--- src/rtl/tbu_pkg.sv ---
package tbu_pkg;
    localparam int CNT_W   = 16;
    localparam int NREG    = 2;
    localparam int IDX_INI = 0;
    localparam int IDX_MOD = 1;

    typedef enum logic {
        DIR_UP   = 1'b0,
        DIR_DOWN = 1'b1
    } cnt_dir_e;
endpackage

--- src/rtl/tbu_counter.sv ---
module tbu_counter
    import tbu_pkg::*;
#(
    parameter int W = CNT_W
) (
    input  logic         clk,
    input  logic         rst_n,
    input  logic         run_i,
    input  logic         updown_i,
    input  logic [W-1:0] init_i,
    input  logic [W-1:0] mod_i,
    output logic [W-1:0] cnt_o,
    output logic         wrap_o,
    output logic         top_o
);
    typedef struct packed {
        logic [W-1:0] cnt;
        cnt_dir_e     dir;
    } cnt_st_t;

    cnt_st_t st_d, st_q;
    logic    at_top, at_bot, span_ok;

    always_comb begin
        at_top  = (st_q.cnt >= mod_i);
        at_bot  = (st_q.cnt <= init_i);
        span_ok = (mod_i > init_i);
        st_d    = st_q;
        wrap_o  = 1'b0;
        top_o   = 1'b0;
        if (!updown_i) begin
            st_d.dir = DIR_UP;
        end
        if (run_i) begin
            if (!updown_i) begin
                if (at_top) begin
                    st_d.cnt = init_i;
                    wrap_o   = 1'b1;
                end else begin
                    st_d.cnt = st_q.cnt + 1'b1;
                end
            end else if (st_q.dir == DIR_UP) begin
                if (at_top) begin
                    top_o    = 1'b1;
                    st_d.dir = DIR_DOWN;
                    st_d.cnt = span_ok ? mod_i - 1'b1 : mod_i;
                end else begin
                    st_d.cnt = st_q.cnt + 1'b1;
                end
            end else begin
                if (at_bot) begin
                    st_d.dir = DIR_UP;
                    st_d.cnt = span_ok ? init_i + 1'b1 : init_i;
                end else begin
                    st_d.cnt = st_q.cnt - 1'b1;
                end
            end
        end
    end

    always_ff @(posedge clk or negedge rst_n) begin
        if (!rst_n) begin
            st_q <= '{cnt: '0, dir: DIR_UP};
        end else begin
            st_q <= st_d;
        end
    end

    assign cnt_o = st_q.cnt;

    // a stopped counter holds its value
    a_r2_stop_hold: assert property (@(posedge clk) disable iff (!rst_n)
        !run_i |=> $stable(cnt_o));

    // edge-aligned reload of the start value at the limit
    a_r5_reload: assert property (@(posedge clk) disable iff (!rst_n)
        (run_i && !updown_i && cnt_o >= mod_i) |=> (cnt_o == $past(init_i)));

    // center-aligned turn at the top
    a_r8_turn_top: assert property (@(posedge clk) disable iff (!rst_n)
        (run_i && updown_i && st_q.dir == DIR_UP && cnt_o >= mod_i && mod_i > init_i)
        |=> (cnt_o == $past(mod_i) - 1'b1));
endmodule

--- src/rtl/tbu_shadow.sv ---
module tbu_shadow #(
    parameter int           W   = 16,
    parameter logic [W-1:0] RST = '0
) (
    input  logic         clk,
    input  logic         rst_n,
    input  logic         wr_i,
    input  logic [W-1:0] data_i,
    input  logic         direct_i,
    input  logic         load_i,
    output logic [W-1:0] act_o,
    output logic         pend_o
);
    typedef struct packed {
        logic [W-1:0] hold;
        logic [W-1:0] act;
        logic         pend;
    } shd_st_t;

    shd_st_t st_d, st_q;

    always_comb begin
        st_d = st_q;
        if (load_i && st_q.pend) begin
            st_d.act  = st_q.hold;
            st_d.pend = 1'b0;
        end
        if (wr_i) begin
            st_d.hold = data_i;
            if (direct_i) begin
                st_d.act  = data_i;
                st_d.pend = 1'b0;
            end else begin
                st_d.pend = 1'b1;
            end
        end
    end

    always_ff @(posedge clk or negedge rst_n) begin
        if (!rst_n) begin
            st_q <= '{hold: RST, act: RST, pend: 1'b0};
        end else begin
            st_q <= st_d;
        end
    end

    assign act_o  = st_q.act;
    assign pend_o = st_q.pend;

    // immediate-path writes land on the next clock
    a_r2_direct: assert property (@(posedge clk) disable iff (!rst_n)
        (wr_i && direct_i) |=> (act_o == $past(data_i)));

    // a deferred write always leaves a pending load with its value buffered
    a_r11_latest: assert property (@(posedge clk) disable iff (!rst_n)
        (wr_i && !direct_i) |=> (pend_o && st_q.hold == $past(data_i)));

    // a load never takes the value written in the same cycle
    a_r12_old_value: assert property (@(posedge clk) disable iff (!rst_n)
        (load_i && st_q.pend && wr_i && !direct_i) |=> (act_o == $past(st_q.hold)));
endmodule

--- src/rtl/tmr_buf_update.sv ---
module tmr_buf_update
    import tbu_pkg::*;
(
    input  logic             clk,
    input  logic             rst_n,
    input  logic             wr_en,
    input  logic             wr_sel,
    input  logic [CNT_W-1:0] wr_data,
    input  logic [1:0]       clk_sel,
    input  logic             enh_en,
    input  logic             sync_mode,
    input  logic             init_sync_en,
    input  logic             updown,
    input  logic             sw_sync,
    output logic [CNT_W-1:0] count,
    output logic [CNT_W-1:0] init_act,
    output logic [CNT_W-1:0] mod_act
);
    localparam logic [CNT_W-1:0] INI_RST = '0;
    localparam logic [CNT_W-1:0] MOD_RST = '1;

    logic             run;
    logic             sync_evt;
    logic             ini_armed;
    logic             wrap_evt, top_evt, mod_bnd;
    logic [NREG-1:0]  wr_vec, direct_vec, load_vec, pend_vec;
    logic [CNT_W-1:0] act_vec [NREG];

    always_comb begin
        run       = (clk_sel != 2'b00);
        sync_evt  = sw_sync && sync_mode;
        ini_armed = enh_en && init_sync_en;
        mod_bnd   = updown ? top_evt : wrap_evt;

        wr_vec[IDX_INI]     = wr_en && !wr_sel;
        direct_vec[IDX_INI] = !run || !ini_armed;
        load_vec[IDX_INI]   = sync_evt && ini_armed;

        wr_vec[IDX_MOD]     = wr_en && wr_sel;
        direct_vec[IDX_MOD] = !run;
        load_vec[IDX_MOD]   = run && (enh_en ? sync_evt : mod_bnd);
    end

    for (genvar g = 0; g < NREG; g++) begin : g_shadow
        tbu_shadow #(
            .W   (CNT_W),
            .RST ((g == IDX_MOD) ? MOD_RST : INI_RST)
        ) u_shadow (
            .clk      (clk),
            .rst_n    (rst_n),
            .wr_i     (wr_vec[g]),
            .data_i   (wr_data),
            .direct_i (direct_vec[g]),
            .load_i   (load_vec[g]),
            .act_o    (act_vec[g]),
            .pend_o   (pend_vec[g])
        );
    end

    assign init_act = act_vec[IDX_INI];
    assign mod_act  = act_vec[IDX_MOD];

    tbu_counter #(.W(CNT_W)) u_counter (
        .clk      (clk),
        .rst_n    (rst_n),
        .run_i    (run),
        .updown_i (updown),
        .init_i   (init_act),
        .mod_i    (mod_act),
        .cnt_o    (count),
        .wrap_o   (wrap_evt),
        .top_o    (top_evt)
    );

    // unarmed start-value writes take effect on the next clock
    a_r3_ini_next: assert property (@(posedge clk) disable iff (!rst_n)
        (run && wr_en && !wr_sel && !ini_armed) |=> (init_act == $past(wr_data)));

    // an armed start value moves only on a qualified sync pulse
    a_r4_ini_sync: assert property (@(posedge clk) disable iff (!rst_n)
        (run && ini_armed && !sync_evt) |=> $stable(init_act));

    // the limit stays put between period boundaries
    a_r6_mod_hold: assert property (@(posedge clk) disable iff (!rst_n)
        (run && !enh_en && !updown && count < mod_act) |=> $stable(mod_act));

    // in center-aligned mode the limit moves only at the top turn
    a_r9_mod_top: assert property (@(posedge clk) disable iff (!rst_n)
        (run && !enh_en && updown && !top_evt) |=> $stable(mod_act));

    // enhanced mode ignores the period boundary for the limit
    a_r10_mod_sync: assert property (@(posedge clk) disable iff (!rst_n)
        (run && enh_en && !sync_evt) |=> $stable(mod_act));
endmodule

--- config.mk ---
export PLATFORM = sky130hd
export DESIGN_NAME = tmr_buf_update
export DESIGN_NICKNAME = d
export VERILOG_FILES = /design/src/rtl/tbu_pkg.sv /design/src/rtl/tbu_counter.sv /design/src/rtl/tbu_shadow.sv /design/src/rtl/tmr_buf_update.sv
export SDC_FILE = /design/constraint.sdc
export NUM_CORES = 1
export LEC_CHECK = 0
export BUFFER_PORTS_ARGS = -buffer_cell sky130_fd_sc_hd__buf_2
export CORE_MARGIN = 5
export CORE_UTILIZATION = 55
export CTS_BUF_LIST = sky130_fd_sc_hd__clkbuf_2 sky130_fd_sc_hd__clkbuf_4 sky130_fd_sc_hd__clkbuf_8
export CTS_CLUSTER_DIAMETER = 50
export DETAILED_ROUTE_END_ITERATION = 7
export GPL_TIMING_DRIVEN = 0
export PLACE_DENSITY_LB_ADDON = 0.3
export SLEW_MARGIN = 20
export SYNTH_ARGS = -nofsm -noshare
export SYNTH_HDL_FRONTEND = slang
export SYNTH_SLANG_ARGS = --single-unit
--- constraint.sdc ---
create_clock -name clk -period 7.5 [get_ports clk]
set_input_delay 0 -clock clk [delete_from_list [all_inputs] [get_ports clk]]
set_output_delay 0 -clock clk [all_outputs]
set_load 0.01 [all_outputs]
# Word level (Yosys, flattened, before mapping)
# Index checks and enable logic that the tools add are counted.
dict set report word_totals {
  reg_bits 83
  inputBits 27
  output_inout_bits 48
  wordCells 56
}
dict set report classes {
  addsub 4
  n_lt_le_gt_ge 3
  mux 26
  reduce_logical 15
}
# operator count
set ops {}
lappend ops {{$mux 16} 8}
lappend ops {{$mux 17} 5}
lappend ops {{$add 16x1->16 const B} 2}
lappend ops {{$sub 16x1->16 const B} 2}
lappend ops {{$ge 16x16->1} 1}
lappend ops {{$gt 16x16->1} 1}
lappend ops {{$le 16x16->1} 1}
lappend ops {{$mux 1} 13}
lappend ops {{$logic_and 1x1->1} 8}
lappend ops {{$reduce_bool 2->1} 3}
lappend ops {{$logic_not 1->1} 3}
lappend ops {{$logic_or 1x1->1} 1}

# Depth between registers and ports, before layout
dict set report logic_depth {
  word_depth 11
  depth_mapped 13
  ltp_nobuf 10
}

# Hierarchy
# Synthesis repeated with hierarchy kept, for this count alone.
dict set report hier_totals {
  hier_cells 823
  area_unflattened_um2 7390.8
}
# mod n_inst cells_each area_each_um2
set modules_own_cells {}
lappend modules_own_cells {tbu_counter 1 523 3784.9}
lappend modules_own_cells {{tbu_shadow at g_shadow[1].u_shadow} 1 145 1786.7}
lappend modules_own_cells {{tbu_shadow at g_shadow[0].u_shadow} 1 145 1746.7}
lappend modules_own_cells {tmr_buf_update 1 10 72.6}

# Worst setup path after synthesis
# No wires, ideal clock.
dict set report synth_path {
  path_type {register to register}
  start {register g_shadow[0].u_shadow.st_q (netlist bit g_shadow[0].u_shadow.act_o[7])}
  end {register u_counter.st_q (netlist bit u_counter.cnt_o[10])}
  arrival_ns 2.557
  t_required_ns 7.369
  setup_slack_ns 4.812
  stages_incl_launch_ff 12
  n_path_buf 1
  synth_period_minus_slack_ns 2.688
  path_cell_list {dfrtp_1 -> inv_1 -> ha_1 -> nand4_1 -> a311oi_2 -> a211oi_2 -> a31o_1 -> buf_6 -> nor4_1 -> xnor2_1 -> a21oi_1 -> or3_1}
}
dict set report synth_between {
  elab_chain_len 5
  elab_cells_between_ends 9
}
# item line_no
set synth_lines {}
lappend synth_lines {{start: declaration} tbu_shadow.sv:20} ;# shd_st_t st_d, st_q;
lappend synth_lines {{start signal: assignment} tbu_shadow.sv:41} ;# st_q <= '{hold: RST, act: RST, pend: 1'b0};
lappend synth_lines {{start signal: assignment} tbu_shadow.sv:43} ;# st_q <= st_d;
lappend synth_lines {{$add 16x1->16 / $gt 16x16->1 (equally long branches)} {tbu_counter.sv:53, tbu_counter.sv:27}}
lappend synth_lines {{$mux 16 (on tied branches)} {tbu_counter.sv:53, tbu_counter.sv:46}}
lappend synth_lines {{$mux 16 (on tied branches)} {tbu_counter.sv:51, tbu_counter.sv:43}}
lappend synth_lines {{$mux 17 (*)} tbu_counter.sv:42} ;# end else if (st_q.dir == DIR_UP) begin
lappend synth_lines {{$mux 16 (*)} tbu_counter.sv:35} ;# if (!updown_i) begin
lappend synth_lines {{end signal: assignment} tbu_counter.sv:63} ;# st_q <= '{cnt: '0, dir: DIR_UP};
lappend synth_lines {{end signal: assignment} tbu_counter.sv:65} ;# st_q <= st_d;
lappend synth_lines {{end: declaration} tbu_counter.sv:21} ;# cnt_st_t st_d, st_q;
# Every way passes the cells marked *; elsewhere a longest branch is shown, timed or not.
# A chain may end at the register's enable or synchronous reset.

# Worst setup path after layout
dict set report layout_path {
  start {register g_shadow[0].u_shadow.st_q (netlist bit g_shadow[0].u_shadow.act_o[11])}
  end {register u_counter.st_q (netlist bit u_counter.cnt_o[2])}
}
dict set report layout_between {
  elab_chain_len 5
  elab_cells_between_ends 8
}
# item line_no
set layout_lines {}
lappend layout_lines {{$gt 16x16->1} tbu_counter.sv:27} ;# span_ok = (mod_i > init_i);
lappend layout_lines {{$mux 16 (on tied branches)} {tbu_counter.sv:46, tbu_counter.sv:53}}
lappend layout_lines {{$mux 16 (on tied branches)} {tbu_counter.sv:43, tbu_counter.sv:51}}
lappend layout_lines {{$mux 17 (*)} tbu_counter.sv:42}
lappend layout_lines {{$mux 16 (*)} tbu_counter.sv:35}
# Marked as above.

==> results by group <==
Floorplan
  – Die Wd: 121 um
  – Rows: 40
  – Total core area: 12000 um^2
  – Initial Util: 56.2%
  – Die area: 14600 um^2
  – I/O Pins: 75
  – Die Span Y: 121 um

Critical path
  – Register-to-register setup slack: 4.10 ns
  – Crit end category: flop
  – Crit path required time: 7.77 ns
  – Max incr delay on CP: 0.52 ns
  – Worst EP arrival: 3.67 ns
  – Crit start category: flop
  – Worst r2r src: g_shadow[0].u_shadow.act_o[11]
  – Worst Setup SP: g_shadow[0].u_shadow.act_o[11]
  – Reg2reg path depth: 10
  – Critical R2R Capture: u_counter.cnt_o[2]
  – Critical-path cell list: inv_1, ha_1, nand4_1, nor4_1, and4_1, a31o_2, clkbuf_1, o31ai_1, a221oi_1, nand3_1
  – Crit path kind: reg -> reg
  – Slowest CP cell: dfrtp_1
  – Worst Path Max Fanout: 10

Power and ir drop
  – Leak: 3.51 nW
  – Worst VDD drop: 0.199 mV
  – Cell area power density: 395 nW/um^2

Global routing
  – Largest net degree at the start of global routing: 61
  – First-pass GRT wire length: 33.5 mm
  – GRT Overall Usage: 29.6%
  – Vias in the first global route: 6192
  – Grt total ovfl: 0
  – Initial antenna violation count: 0

Logic synthesis
  – Syn Inst Count: 786
  – Cell taking the most area after synthesis: dfrtp_1
  – Post-synth EDFFs: 0
  – Cell area after synthesis: 6750 um^2
  – Post-synthesis cell type count: 65
  – Area fraction of the dominant cell type after synthesis: 18.9%
  – Post-synthesis average cell area: 8.58 um^2
  – Synth top area cells: dfrtp_1 (19%), dfstp_2 (12%), ha_1 (9.6%)
  – Dominant synthesized flop cell: dfrtp_1
  – Syn_nets: 865
  – Seq cells post-synth: 83
  – Post-synthesis sequential area ratio: 31.4%
  – YS warnings: 0
  – Ys async rst share: 100%

Flow run
  – MaxCap Viol Count: 0

Placed design
  – Cell Area, Placed: 7330 um^2
  – Post-DP HPWL: 15.7 mm
  – Port Buffer Count: 74
  – Routability cong.: 0.965

STA
  – RSZ-0062 raised after global routing: no
  – Final Setup Violations: 0
  – Max frequency: 294 MHz
  – Skew final: 0.0112 ns
  – Setup TNS: 0 ns
  – Slew margin rel.: 46.5%
  – Fin crit share: 45.4%
  – Worst Tran Pin Value: 0.803 ns
  – Fin crit period: 3.40 ns
  – Max Slew Vio Count: 0
  – Fin. Hold Viols: 0

Drt
  – Vias: 6346
  – Initial DRC Count: 640
  – Routed WL: 20.7 mm
  – Remaining DRCs: 0
  – Drt pass-1 iters: 6
  – Wirelength per Cell: 19.8 um
  – Vias per cell: 6.07
  – Routed Antenna Nets: 0

Finish
  – Most common cell after layout, fill and taps aside: buf_2
  – Fraction of layout cells with a size suffix above 1: 25.6%
  – Layout area overhead: 15.2%
  – Post-route design area: 7770 um^2
  – Fin util: 64.7%
  – # diodes: 0
  – Post-layout nets: 972
  – Commonest non-fill, non-tap cells in the layout: buf_2 (79), nand2_1 (76), nor2_1 (68), a21oi_1 (56), ha_1 (52)

Worst hold path
  – Hold Crit Class: in -> async

Clock tree
  – Clock transition at path regs: 0.10 ns
  – Clock Path Buffers: 2
  – CTS Buf Count: 9
  – CTS Sinks: 83
  – TritonCTS clock tree: built
  – Clock Latency Late Sink: 0.39 ns
  – Clock H-tree levels: 3
  – Root Buffer: clkbuf_8

Outcome
  – Status: finished, final reports clean
==> final cells by class <==
cell class	count	area (um^2)
well taps	147	184
clock buffers	10	131
multi-input cells	579	3960
clock inverters	6	96.3
inverters	37	139
plain buffers	87	529
flip-flops and latches	83	2120
fillers	1063	4240
repair buffers	96	611
==> worst max-delay path by stage <==
stage,to,cells past startpoint
finish,u_counter.cnt_o[2],10
global route,u_counter.cnt_o[10],11
CTS,u_counter.cnt_o[2],10
detailed placement,u_counter.cnt_o[2],10
global placement,u_counter.cnt_o[2],10
floorplan,u_counter.cnt_o[10],11
==> metal layers <==
layer	GRT usage [%]	vias to the layer above	wire, um
met3	3.60	51	1520
met4	14.6	0	821
met1	40.3	2998	8950
li1	-	3014	-
met2	46.6	283	9390
met5	0	-	0
==> worst max-delay path, delay by kind of cell, from the launching register on <==
family	cells	cell delay (ns)
buf+inv	2	0.67
simple gates	4	1.03
fa+ha+maj	1	0.35
compound gates	3	0.71
flops	1	0.52
==> cells in the mapped netlist (all sizes together), types with 6 or more instances <==
cell	count
a21oi	56
nand3	31
nor3	20
o21ai	26
a31oi	21
xnor2	32
mux2i	17
buf	56
o31ai	8
nand4	20
dfrtp	51
nor2	69
nand2	76
inv	37
and2	6
and3	11
mux2	32
dfstp	32
a211oi	11
clkbuf	31
nor4	15
ha	52
==> stage by stage <==
step / hold WS, ns / setup slack, ns / std cells / power [mW]
floorplan: -0.296 / 4.81 / 786 / 2.09
CTS: 0.0463 / 4.11 / 1045 / 3.04
global placement: 0.272 / 4.09 / 1007 / 2.61
global route: 0.0961 / 3.86 / 1045 / 3.31
finish: 0.0651 / 4.10 / 1045 / 3.07
detailed placement: -0.0509 / 4.12 / 1008 / 2.64
==> cells by family (layout without fill, tap and decap cells) <==
group / after synthesis / after routing / share of synthesized area (%)
adders and majority gates: 52 / 52 / 9.64
muxes: 49 / 49 / 7.86
buffers and inverters: 124 / 236 / 9.90
and+or+nand+nor: 270 / 270 / 19.6
AOI/OAI and AO/OA: 171 / 171 / 16.8
xor gates and xnor gates: 37 / 37 / 4.80
DFF: 83 / 83 / 31.4
==> what timing repair did <==
action,CTS,global route
hold buffers,21,0
endpoints found under the hold margin,121,0
resized for setup,0,0
buffers inserted,0,0
==> where the power goes <==
group	total (mW)	switching [mW]	internal (mW)
Combinational	1.79	1.01	0.776
Clock	0.386	0.191	0.195
Sequential	0.895	0.266	0.629
Total	3.07	1.47	1.60
==> state kept, by name (all words and copies together) (netlist names) <==
name / count
g_shadow.u_shadow.pend_o: 2
u_counter.st_q: 1
g_shadow.u_shadow.act_o: 32
g_shadow.u_shadow.st_q: 32
u_counter.cnt_o: 16
Power figures use the tool's default switching activity.
